==> src/rtl/bt_pkg.sv <==
package bt_pkg;
   typedef enum logic {
      MODE_WRAP = 1'b0,
      MODE_UPDN = 1'b1
   } bt_mode_e;

   localparam logic ADDR_LO = 1'b0;
   localparam logic ADDR_HI = 1'b1;
endpackage

==> src/rtl/bt_byte_port.sv <==
module bt_byte_port
   import bt_pkg::*;
#(
   parameter int BUS_W    = 8,
   parameter int CNT_W    = 16,
   parameter bit READ_REG = 1'b0
) (
   input  logic             clk,
   input  logic             rst_n,
   input  logic             bus_wr,
   input  logic             bus_rd,
   input  logic             bus_addr,
   input  logic [BUS_W-1:0] bus_wdata,
   input  logic [CNT_W-1:0] cnt_q,
   output logic             load,
   output logic [CNT_W-1:0] load_val,
   output logic [BUS_W-1:0] bus_rdata
);
   localparam int HI_W = CNT_W - BUS_W;

   logic [HI_W-1:0]  hold_q;
   logic [BUS_W-1:0] rd_mux;
   logic             rd_lo;
   logic             wr_hi;

   assign rd_lo    = bus_rd && (bus_addr == ADDR_LO);
   assign wr_hi    = bus_wr && (bus_addr == ADDR_HI);
   assign load     = bus_wr && (bus_addr == ADDR_LO);
   assign load_val = {hold_q, bus_wdata};

   always_ff @(posedge clk or negedge rst_n) begin
      if (!rst_n) begin
         hold_q <= '0;
      end else if (wr_hi) begin
         hold_q <= bus_wdata[HI_W-1:0];
      end else if (rd_lo) begin
         hold_q <= cnt_q[CNT_W-1:BUS_W];
      end
   end

   always_comb begin
      rd_mux = '0;
      if (bus_rd) begin
         if (bus_addr == ADDR_LO) rd_mux = cnt_q[BUS_W-1:0];
         else                     rd_mux = BUS_W'(hold_q);
      end
   end

   generate
      if (READ_REG) begin : g_rd_reg
         logic [BUS_W-1:0] rdata_q;
         always_ff @(posedge clk or negedge rst_n) begin
            if (!rst_n) rdata_q <= '0;
            else        rdata_q <= rd_mux;
         end
         assign bus_rdata = rdata_q;
      end else begin : g_rd_comb
         assign bus_rdata = rd_mux;
      end
   endgenerate

   // a low-byte read captures the upper counter half
   assert_hold_latch_R1: assert property (@(posedge clk) disable iff (!rst_n)
      (rd_lo && !bus_wr) |=> hold_q == $past(cnt_q[CNT_W-1:BUS_W]));

   // high-byte write reaches the holding register
   assert_hold_write_R2: assert property (@(posedge clk) disable iff (!rst_n)
      wr_hi |=> hold_q == $past(bus_wdata[HI_W-1:0]));

   // input assumption, one bus operation per cycle
   assert_one_access_R1: assert property (@(posedge clk) disable iff (!rst_n)
      !(bus_rd && bus_wr));
endmodule

==> src/rtl/bt_count_core.sv <==
module bt_count_core
   import bt_pkg::*;
#(
   parameter int CNT_W = 16
) (
   input  logic             clk,
   input  logic             rst_n,
   input  logic             load,
   input  logic [CNT_W-1:0] load_val,
   input  logic             clear,
   input  logic             retrig,
   input  logic             run,
   input  bt_mode_e         mode,
   input  logic [CNT_W-1:0] top_val,
   output logic [CNT_W-1:0] cnt_q,
   output logic             ovf_evt,
   output logic             at_top,
   output logic             at_bottom
);
   localparam logic [CNT_W-1:0] ONE = CNT_W'(1);

   logic [CNT_W-1:0] cnt_d;
   logic             dn_q;
   logic             dn_d;
   logic             eff_dn;
   logic             past_top;

   assign at_top    = (cnt_q == top_val);
   assign at_bottom = (cnt_q == '0);
   assign past_top  = (cnt_q >= top_val);

   always_comb begin
      if (at_bottom)     eff_dn = 1'b0;
      else if (past_top) eff_dn = 1'b1;
      else               eff_dn = dn_q;
   end

   always_comb begin
      cnt_d   = cnt_q;
      dn_d    = dn_q;
      ovf_evt = 1'b0;
      if (load) begin
         cnt_d = load_val;
      end else if (clear) begin
         cnt_d = '0;
         dn_d  = 1'b0;
      end else if (retrig) begin
         if (mode == MODE_WRAP) begin
            cnt_d   = '0;
            ovf_evt = 1'b1;
         end else begin
            dn_d = 1'b1;
         end
      end else if (run) begin
         if (mode == MODE_WRAP) begin
            if (past_top) begin
               cnt_d   = '0;
               ovf_evt = 1'b1;
            end else begin
               cnt_d = cnt_q + ONE;
            end
         end else begin
            dn_d = eff_dn;
            if (eff_dn) begin
               cnt_d   = cnt_q - ONE;
               ovf_evt = (cnt_q == ONE);
            end else begin
               cnt_d = cnt_q + ONE;
            end
         end
      end
   end

   always_ff @(posedge clk or negedge rst_n) begin
      if (!rst_n) begin
         cnt_q <= '0;
         dn_q  <= 1'b0;
      end else begin
         cnt_q <= cnt_d;
         dn_q  <= dn_d;
      end
   end

   assert_load_wins_R3: assert property (@(posedge clk) disable iff (!rst_n)
      load |=> cnt_q == $past(load_val));

   assert_clear_zero_R5: assert property (@(posedge clk) disable iff (!rst_n)
      (clear && !load) |=> cnt_q == '0);

   assert_stopped_R4: assert property (@(posedge clk) disable iff (!rst_n)
      (!run && !load && !clear && !retrig) |=> $stable(cnt_q));

   assert_wrap_step_R6: assert property (@(posedge clk) disable iff (!rst_n)
      (run && !load && !clear && !retrig && mode == MODE_WRAP && cnt_q < top_val)
      |=> cnt_q == $past(cnt_q) + ONE);

   assert_updn_bottom_R7: assert property (@(posedge clk) disable iff (!rst_n)
      (run && !load && !clear && !retrig && mode == MODE_UPDN && at_bottom)
      |=> cnt_q == ONE);

   assert_retrig_hold_R9: assert property (@(posedge clk) disable iff (!rst_n)
      (retrig && !load && !clear && mode == MODE_UPDN) |=> $stable(cnt_q));
endmodule

==> src/rtl/bt_ovf_flag.sv <==
module bt_ovf_flag (
   input  logic clk,
   input  logic rst_n,
   input  logic set_evt,
   input  logic flag_clr,
   output logic flag_q
);
   always_ff @(posedge clk or negedge rst_n) begin
      if (!rst_n)        flag_q <= 1'b0;
      else if (set_evt)  flag_q <= 1'b1;
      else if (flag_clr) flag_q <= 1'b0;
   end

   assert_flag_sets_R10: assert property (@(posedge clk) disable iff (!rst_n)
      set_evt |=> flag_q);

   assert_flag_sticky_R10: assert property (@(posedge clk) disable iff (!rst_n)
      (flag_q && !flag_clr) |=> flag_q);
endmodule

==> src/rtl/byte_timer16.sv <==
module byte_timer16
   import bt_pkg::*;
#(
   parameter int CNT_W    = 16,
   parameter int BUS_W    = 8,
   parameter int CS_W     = 3,
   parameter bit READ_REG = 1'b0
) (
   input  logic             clk,
   input  logic             rst_n,
   input  logic             bus_wr,
   input  logic             bus_rd,
   input  logic             bus_addr,
   input  logic [BUS_W-1:0] bus_wdata,
   output logic [BUS_W-1:0] bus_rdata,
   input  logic [CS_W-1:0]  clk_sel,
   input  logic             tick,
   input  logic             mode,
   input  logic [CNT_W-1:0] top_val,
   input  logic             clear,
   input  logic             retrig,
   input  logic             flag_clr,
   output logic             cnt_top,
   output logic             cnt_bottom,
   output logic             ovf_flag
);
   generate
      if (CNT_W != 2 * BUS_W) begin : g_bad_width
         $error("byte_timer16: CNT_W must be twice BUS_W");
      end
      if (CS_W < 1) begin : g_bad_cs
         $error("byte_timer16: CS_W must be at least 1");
      end
   endgenerate

   logic             load;
   logic [CNT_W-1:0] load_val;
   logic [CNT_W-1:0] cnt_q;
   logic             ovf_evt;
   logic             run;
   bt_mode_e         mode_e;

   assign run    = tick && (clk_sel != '0);
   assign mode_e = bt_mode_e'(mode);

   bt_byte_port #(
      .BUS_W(BUS_W), .CNT_W(CNT_W), .READ_REG(READ_REG)
   ) u_port (
      .clk(clk), .rst_n(rst_n), .bus_wr(bus_wr), .bus_rd(bus_rd),
      .bus_addr(bus_addr), .bus_wdata(bus_wdata), .cnt_q(cnt_q),
      .load(load), .load_val(load_val), .bus_rdata(bus_rdata)
   );

   bt_count_core #(.CNT_W(CNT_W)) u_core (
      .clk(clk), .rst_n(rst_n), .load(load), .load_val(load_val),
      .clear(clear), .retrig(retrig), .run(run), .mode(mode_e),
      .top_val(top_val), .cnt_q(cnt_q), .ovf_evt(ovf_evt),
      .at_top(cnt_top), .at_bottom(cnt_bottom)
   );

   bt_ovf_flag u_flag (
      .clk(clk), .rst_n(rst_n), .set_evt(ovf_evt),
      .flag_clr(flag_clr), .flag_q(ovf_flag)
   );
endmodule

==> config.mk <==
export PLATFORM = sky130hd
export DESIGN_NAME = byte_timer16
export DESIGN_NICKNAME = d
export VERILOG_FILES = /design/src/rtl/bt_pkg.sv /design/src/rtl/bt_byte_port.sv /design/src/rtl/bt_count_core.sv /design/src/rtl/bt_ovf_flag.sv /design/src/rtl/byte_timer16.sv
export SDC_FILE = /design/constraint.sdc
export NUM_CORES = 1
export LEC_CHECK = 0
export BUFFER_PORTS_ARGS = -buffer_cell sky130_fd_sc_hd__buf_2
export CAP_MARGIN = 5
export CORE_MARGIN = 8
export CORE_UTILIZATION = 56
export DETAILED_ROUTE_END_ITERATION = 6
export HOLD_SLACK_MARGIN = 0.12
export PLACE_DENSITY_LB_ADDON = 0.1
export SLEW_MARGIN = 10
export SYNTH_ARGS = -nofsm -noshare
export SYNTH_HDL_FRONTEND = slang
export SYNTH_SLANG_ARGS = --single-unit
export TNS_END_PERCENT = 100
==> constraint.sdc <==
create_clock -name clk -period 3.65 [get_ports clk]
set_clock_uncertainty 0.15 [all_clocks]
set_input_delay 0.5475 -clock clk [delete_from_list [all_inputs] [get_ports clk]]
set_output_delay 0.5475 -clock clk [all_outputs]
set_load 0.005 [all_outputs]
==> impl_results.md, run 1 <==
- Layout cells sized above 1: between 20% and 30%
- Status: completed
- Hold Path Class: input pin to async pin
- Post-CTS Setup Inserts: 0
- Syn avg cell area: roughly 8.3 µm²
- DR WL/cell: between 15 and 20 µm
- R2R depth: 9
- Crit path launch: u_core.cnt_q[14]
- Slew @ Worst Pin: between 0.6 and 0.7 ns
- Final setup vio count: 0
- Crit path max-delay cell type: dfrtp_1
- Drt initial violations: just under 200
- DIE HEIGHT: roughly 83 µm
- Gr busiest metal: met2
- Final ANT Viol Nets: 0
- Crit path top cell by count: or4_4
- CP required: about 3.7 ns
- Crit-path max cell delay: approximately 0.50 ns
- Crit-path cells: ha_1, nand4_2, or3_1, or4_4, a31oi_4, nand2_4, or4_4, a31o_1, a221o_1
- DR vias: roughly 2500
- # rows: 24
- Yosys reg bits: 26
- Reg-to-Reg End: u_core.cnt_q[3]
- Met2 Usage GRT: 31.2%
- Leak: 0.00143 µW
- FMAX: between 200 and 300 MHz
- Clock sink total: 26
- CTS tree: done
- Tcrit/Tclk final: 91.6%
- Antenna violations before repair: 0
- Pwr dens: 392 nW/µm²
- Core area: 4320 µm²
- Unrepaired setup endpoints after global routing: no
- CP Class: flip-flop to flip-flop
- Syn Std Cell Area: 2510 µm²
- Post-synth EDFFs: 0
- Cells after Synth: between 300 and 400
- Die width: 83.0 µm
- Gr ovfl total: 0
- Multi-input gate area: between 1500 and 2000 µm²
- PostCTS Resize Cnt: 0
- Most common cell after layout, fill and taps aside: buf_2
- Post-layout util: about two thirds
- Vias in the first global route: 2346
- Area share of the largest cell type after synthesis: between 20% and 30%
- Residual DRC: 0
- Clock Latency Late Sink: around 0.28 ns
- Worst Setup Start Kind: flip-flop
- DR pass1 iterations: 4
- Largest cells by area after synthesis: dfrtp_1, mux2i_1, ha_1
- WL final: roughly 7000 µm
- Num ports: 48
- Clk slew on worst S/H paths: around 0.10 ns
- Area growth syn-to-layout: 16.5%
- R2R setup slack: slightly above 0.3 ns
- Setup crit end: u_core.cnt_q[3]
- Asr flop ratio synth: 100%
- VDD IR max: roughly 0.21 mV
- PortBufs: 47
- Vias per std cell: a little over 6
- Yosys top cell by area: dfrtp_1
- Nets: 411
- # H-tree levels: 1
- Max-Cap Viols: 0
- Final Max Slew Viols: 0
- Warnings from Yosys: 0
- Crit. End Element: flip-flop
- Peak fanout along the critical path: 7
- Seq/Total Area, Yosys: approximately a quarter
- Largest net degree at the start of global routing: 27
- Clock Tree Root: clkbuf_8
- Met1 Usage GRT: between 20% and 30%
- FF+latch area: 651 µm²
- CTS Buffer Depth: 2
- Die ar.: just under 7000 µm²
- Number of unique standard cell types used by synthesis: 51
- Final min period: approximately 3.3 ns
- Met3 usage: about 3.7%
- Setup total negative slack: 0 ns
- CTS Hold Buffers Added: 0
- Cts bufs inserted: 3
- Main flop type after synthesis: dfrtp_1
- First-pass GRT wire length: 11800 µm
- Critical Path AT: between 3 and 4 ns
- Normalized max-slew margin: just under 60%
- Mapped Nets: 360
- Final hold violations: 0
- N_diodes: 0
- Initial Util: between 50 and 60%
- Fill count: roughly 370
- Post-DP HPWL: between 5000 and 6000 µm
- Routability cong.: between 0.9 and 1
- All-layer global routing usage: roughly 20%
- Commonest non-fill, non-tap cells in the layout: buf_2, mux2i_1, dfrtp_1
- Reg2reg start: u_core.cnt_q[14]
==> per-layer routing <==
layer | wire length (µm) | share of wire (%)
met4 | 65 | 0.92
met3 | 515 | 7.3
met5 | 0 | 0
met1 | 3220 | 46
met2 | 3230 | 46
==> logic make-up (layout without fill, tap and decap cells) <==
group	Yosys count	in the layout	synth area share, %
AO/OA/AOI/OAI	77	77	22.0
AND/OR/NAND/NOR	109	109	24.2
adder cells (fa/ha/maj)	20	20	9.97
multiplexers	28	28	11.3
flip-flops	26	26	25.9
buffers and inverters	43	93	6.68
==> sequential cells by signal (all words and copies together) (netlist names) <==
signal / count
u_core.cnt_q: 16
u_core.dn_q: 1
u_flag.flag_q: 1
u_port.hold_q: 8
==> cell type report <==
cell class | instances | share of cell area [%]
multi-input cells | 234 | 58.0
flip-flops and latches | 26 | 22.2
inverters | 25 | 3.21
well taps | 52 | 2.22
clock buffers | 4 | 1.88
repair buffers | 64 | 12.4
==> cells in the mapped netlist (4+ instances only) <==
library cell	n
dfrtp_1	26
mux2i_1	26
inv_1	25
a21oi_1	24
nor2_1	21
ha_1	20
nand2_1	18
nor2b_1	17
clkbuf_1	13
nor3_1	12
a211oi_1	9
nand4_1	9
a221o_1	7
or3_1	7
a21o_1	5
nand3_1	5
o21ai_0	5
a31oi_1	4
==> worst max-delay path, delay by kind of cell, from the launching register on <==
| kind | cells | cell delay (ns) |
|---|---|---|
| adders and majority gates | 1 | 0.36 |
| DFF | 1 | 0.50 |
| and+or+nand+nor | 5 | 1.49 |
| AOI/OAI and AO/OA | 3 | 0.74 |
==> worst min-delay path by stage <==
stage                      startpoint                to  slack, ns  cells past startpoint
after floorplan                 rst_n   u_core.cnt_q[0]       0.10                      0
after global placement    u_core.dn_q       u_core.dn_q       0.35                      1
after detailed placement  u_core.dn_q       u_core.dn_q       0.36                      1
after CTS                       rst_n  u_port.hold_q[6]       0.14                      1
after global routing            rst_n  u_port.hold_q[5]       0.17                      1
final                           rst_n  u_core.cnt_q[13]       0.12                      1
==> report_power, final <==
group	switching (µW)	internal (µW)	total, µW
clock	99.3	96.7	196
sequential	75.5	336	412
combinational	295	244	538
total	469	676	1150
==> per-stage QoR <==
stage / setup WS (ns) / area [µm²] / std cells / total power [µW] / hold WS (ns)
2_1_floorplan: 0.270 / 2510 / 303 / 763 / 0.102
3_3_place_gp: 0.215 / 2870 / 401 / 938 / 0.345
3_5_place_dp: 0.170 / 2870 / 401 / 945 / 0.358
4_1_cts: 0.322 / 2930 / 405 / 1140 / 0.145
5_1_grt: 0.165 / 2930 / 405 / 1230 / 0.169
6_report: 0.306 / 2930 / 405 / 1150 / 0.120
No activity file was read; power rests on OpenSTA's default activity.
==> run 2, diff against run 1 <==
--- a/config.mk
+++ b/config.mk
@@ -6,12 +6,12 @@
 export NUM_CORES = 1
 export LEC_CHECK = 0
 export BUFFER_PORTS_ARGS = -buffer_cell sky130_fd_sc_hd__buf_2
-export CAP_MARGIN = 5
 export CORE_MARGIN = 8
-export CORE_UTILIZATION = 56
+export CORE_UTILIZATION = 25
 export DETAILED_ROUTE_END_ITERATION = 6
 export HOLD_SLACK_MARGIN = 0.12
 export PLACE_DENSITY_LB_ADDON = 0.1
+export SETUP_SLACK_MARGIN = 0.2
 export SLEW_MARGIN = 10
 export SYNTH_ARGS = -nofsm -noshare
 export SYNTH_HDL_FRONTEND = slang
==> run 2 against run 1 <==
Net effect: design area up 3.4%; critical path type unchanged; total power rose by 0.76%; highest routed layer unchanged; critical path depth unchanged; sequential cell count unchanged; cell count up 20%; worst hold slack improved by 0.021 ns; largest power group unchanged; via count shrank 1.9%; wire length rose by 17%; critical endpoint unchanged; sequential share of layout area shrank 0.64 points; utilization decreased by 37 points; worst setup slack gained 0.054 ns.
==> impl_results.md, run 2 (synthesized netlist as in run 1, its figures left out) <==
- CTS Buffer Depth: 2 (unchanged)
- Clock sink total: 26 (unchanged)
- Pwr dens: 382 nW/µm² (-2.5%)
- Slew @ Worst Pin: 0.944 ns (+0.318 ns)
- Post-DP HPWL: 6420 µm (+21%)
- Post-route cell area: 3020 µm² (+3.4%)
- Final hold violations: 0 (unchanged)
- Residual DRC: 0 (unchanged)
- DP Area: 2970 µm² (+3.5%)
- Clk slew on worst S/H paths: 0.10 ns (about the same)
- N_diodes: 0 (unchanged)
- Initial Util: 25.7% (-32 points)
- Pint: 661 µW (-2.2%)
- Post-CTS Setup Inserts: 0 (unchanged)
- Gr ovfl total: 0 (unchanged)
- Layout cells sized above 1: 22.7% (+0.35 points)
- Largest Register: u_core.cnt_q
- R2R depth: 9 (unchanged)
- Crit path depth: 9 (unchanged)
- DR vias: 2442 (-1.9%)
- DR WL/cell: 17.0 µm (-2.1%)
- Hold Path Class: input pin to async pin
- Psw: 493 µW (+5.1%)
- PortBufs: 47 (unchanged)
- Most common cell after layout, fill and taps aside: buf_2
- Max-Cap Viols: 0 (unchanged)
- WL final: 8250 µm (+17%)
- Drt initial violations: 145 (-26%)
- Critical Path AT: 3.32 ns (-0.04 ns)
- Crit path top cell by count: or4_4
- # rows: 36 (+50%)
- Post-layout util: 30.9% (-37 points)
- Cts bufs inserted: 3 (unchanged)
- DIE HEIGHT: 116 µm (+40%)
- CTS tree: done
- Die ar.: 13500 µm² (+96%)
- Tcrit/Tclk final: 90.2% (-1.5 points)
- Crit-path cells: ha_1, nand4_4, or3_1, or4_4, a31oi_4, nand2_4, or4_4, a31o_1, a221o_1
- VDD IR max: 0.159 mV (-25%)
- Clock Tree Root: clkbuf_8
- Placed cells: 482 (+20%)
- Status: completed
- CP required: 3.68 ns (+0.02 ns)
- Clk pwr share: 15.7% (-1.4 points)
- Final setup vio count: 0 (unchanged)
- Routability cong.: 0.770 (-16%)
- Max reg flops: 16 (unchanged)
- CTS Hold Buffers Added: 0 (unchanged)
- Seq pwr share: 34.8% (-1.1 points)
- Top Registers: u_core.cnt_q x16, u_port.hold_q x8
- Clock Latency Late Sink: 0.28 ns (about the same)
- Num ports: 48 (unchanged)
- All-layer global routing usage: 12.7% (-7.4 points)
- Core area: 9770 µm² (+130%)
- Largest net degree at the start of global routing: 27 (unchanged)
- Antenna violations before repair: 0 (unchanged)
- Area growth syn-to-layout: 20.4%
- Crit. End Element: flip-flop
- Fill count: 1054 (+180%)
- Nets: 411 (unchanged)
- Comb power frac: 49.4% (+2.4 points)
- Vias per std cell: 5.04 (-18%)
- Commonest non-fill, non-tap cells in the layout: buf_2, mux2i_1, inv_1
- Unrepaired setup endpoints after global routing: no
- Final Max Slew Viols: 0 (unchanged)
- Crit path buffers/inverters: 0 (unchanged)
- # H-tree levels: 1 (unchanged)
- CP Class: flip-flop to flip-flop
- Final min period: 3.29 ns (-0.0536 ns)
- Switching Fraction: 42.7% (+1.8 points)
- FMAX: 304 MHz (+1.6%)
- DR pass1 iterations: 4 (unchanged)
- Normalized max-slew margin: 36.5% (-22 points)
- Peak fanout along the critical path: 5 (-2)
- Leak: 0.00142 µW (-0.83%)
- Final ANT Viol Nets: 0 (unchanged)
- Die width: 116 µm (+40%)
- First-pass GRT wire length: 13400 µm (+13%)
- Crit path max-delay cell type: or4_4
- Setup total negative slack: 0 ns (unchanged)
- Vias in the first global route: 2428 (+3.5%)
- Delay-heaviest family, CP: simple AND/OR/NAND/NOR gates
- Worst Setup Start Kind: flip-flop
- Final std cells w/o fill: 485 (+20%)
- Crit-path max cell delay: 0.47 ns (-0.03 ns)
## run 2: cell count changes in the layout (fill, tap and decap cells not counted), sizes merged
cell    delta
clkbuf     -1
## run 2: what timing repair did
item / in CTS / in global routing
resized for setup: 0 / 3
setup endpoints to repair: 0 / 2
hold endpoints to repair: 0 / 0
## run 2: power by group through the flow
stage          sequential (µW)  clock, µW  combinational (µW)
5_1_grt                    412        193                 639
2_1_floorplan              389          0                 375
6_report                   402        182                 571
3_3_place_gp               408          0                 570
3_5_place_dp               408          0                 565
4_1_cts                    402        186                 567
## run 2: path summary, 6_finish.rpt
check,startpoint,end,slack [ns]
max,u_core.cnt_q[15],u_core.cnt_q[3],0.36
min,rst_n,u_port.hold_q[5],0.14
max reg2reg,u_core.cnt_q[15],u_core.cnt_q[3],0.36
min reg2reg,u_core.dn_q,u_core.dn_q,0.36
max in group asynchronous,rst_n,u_core.cnt_q[12],2.73
min in group clk,flag_clr,u_flag.flag_q,0.28
## run 2: final cells by class
type | instances | area (µm²) | share of cell area, %
Multi-Input combinational cell | 234 | 1710 | 56.4
Sequential cell | 26 | 653 | 21.6
Timing Repair Buffer | 64 | 363 | 12.0
Tap cell | 133 | 166 | 5.50
Inverter | 25 | 93.8 | 3.10
Clock buffer | 3 | 41.3 | 1.37
## run 2: through the flow
stage	total power [µW]	hold slack [ns]	setup slack [ns]
2_1_floorplan	763	0.102	0.270
3_3_place_gp	978	0.354	0.187
3_5_place_dp	972	0.343	0.122
4_1_cts	1160	0.171	0.305
5_1_grt	1240	0.194	0.230
6_report	1150	0.141	0.359
## run 2: metal layers
metal  track usage (%)  wire [µm]
met5                 0          0
met2              20.1       3730
met3              1.76        462
met4              2.85         72
met1              17.6       3980
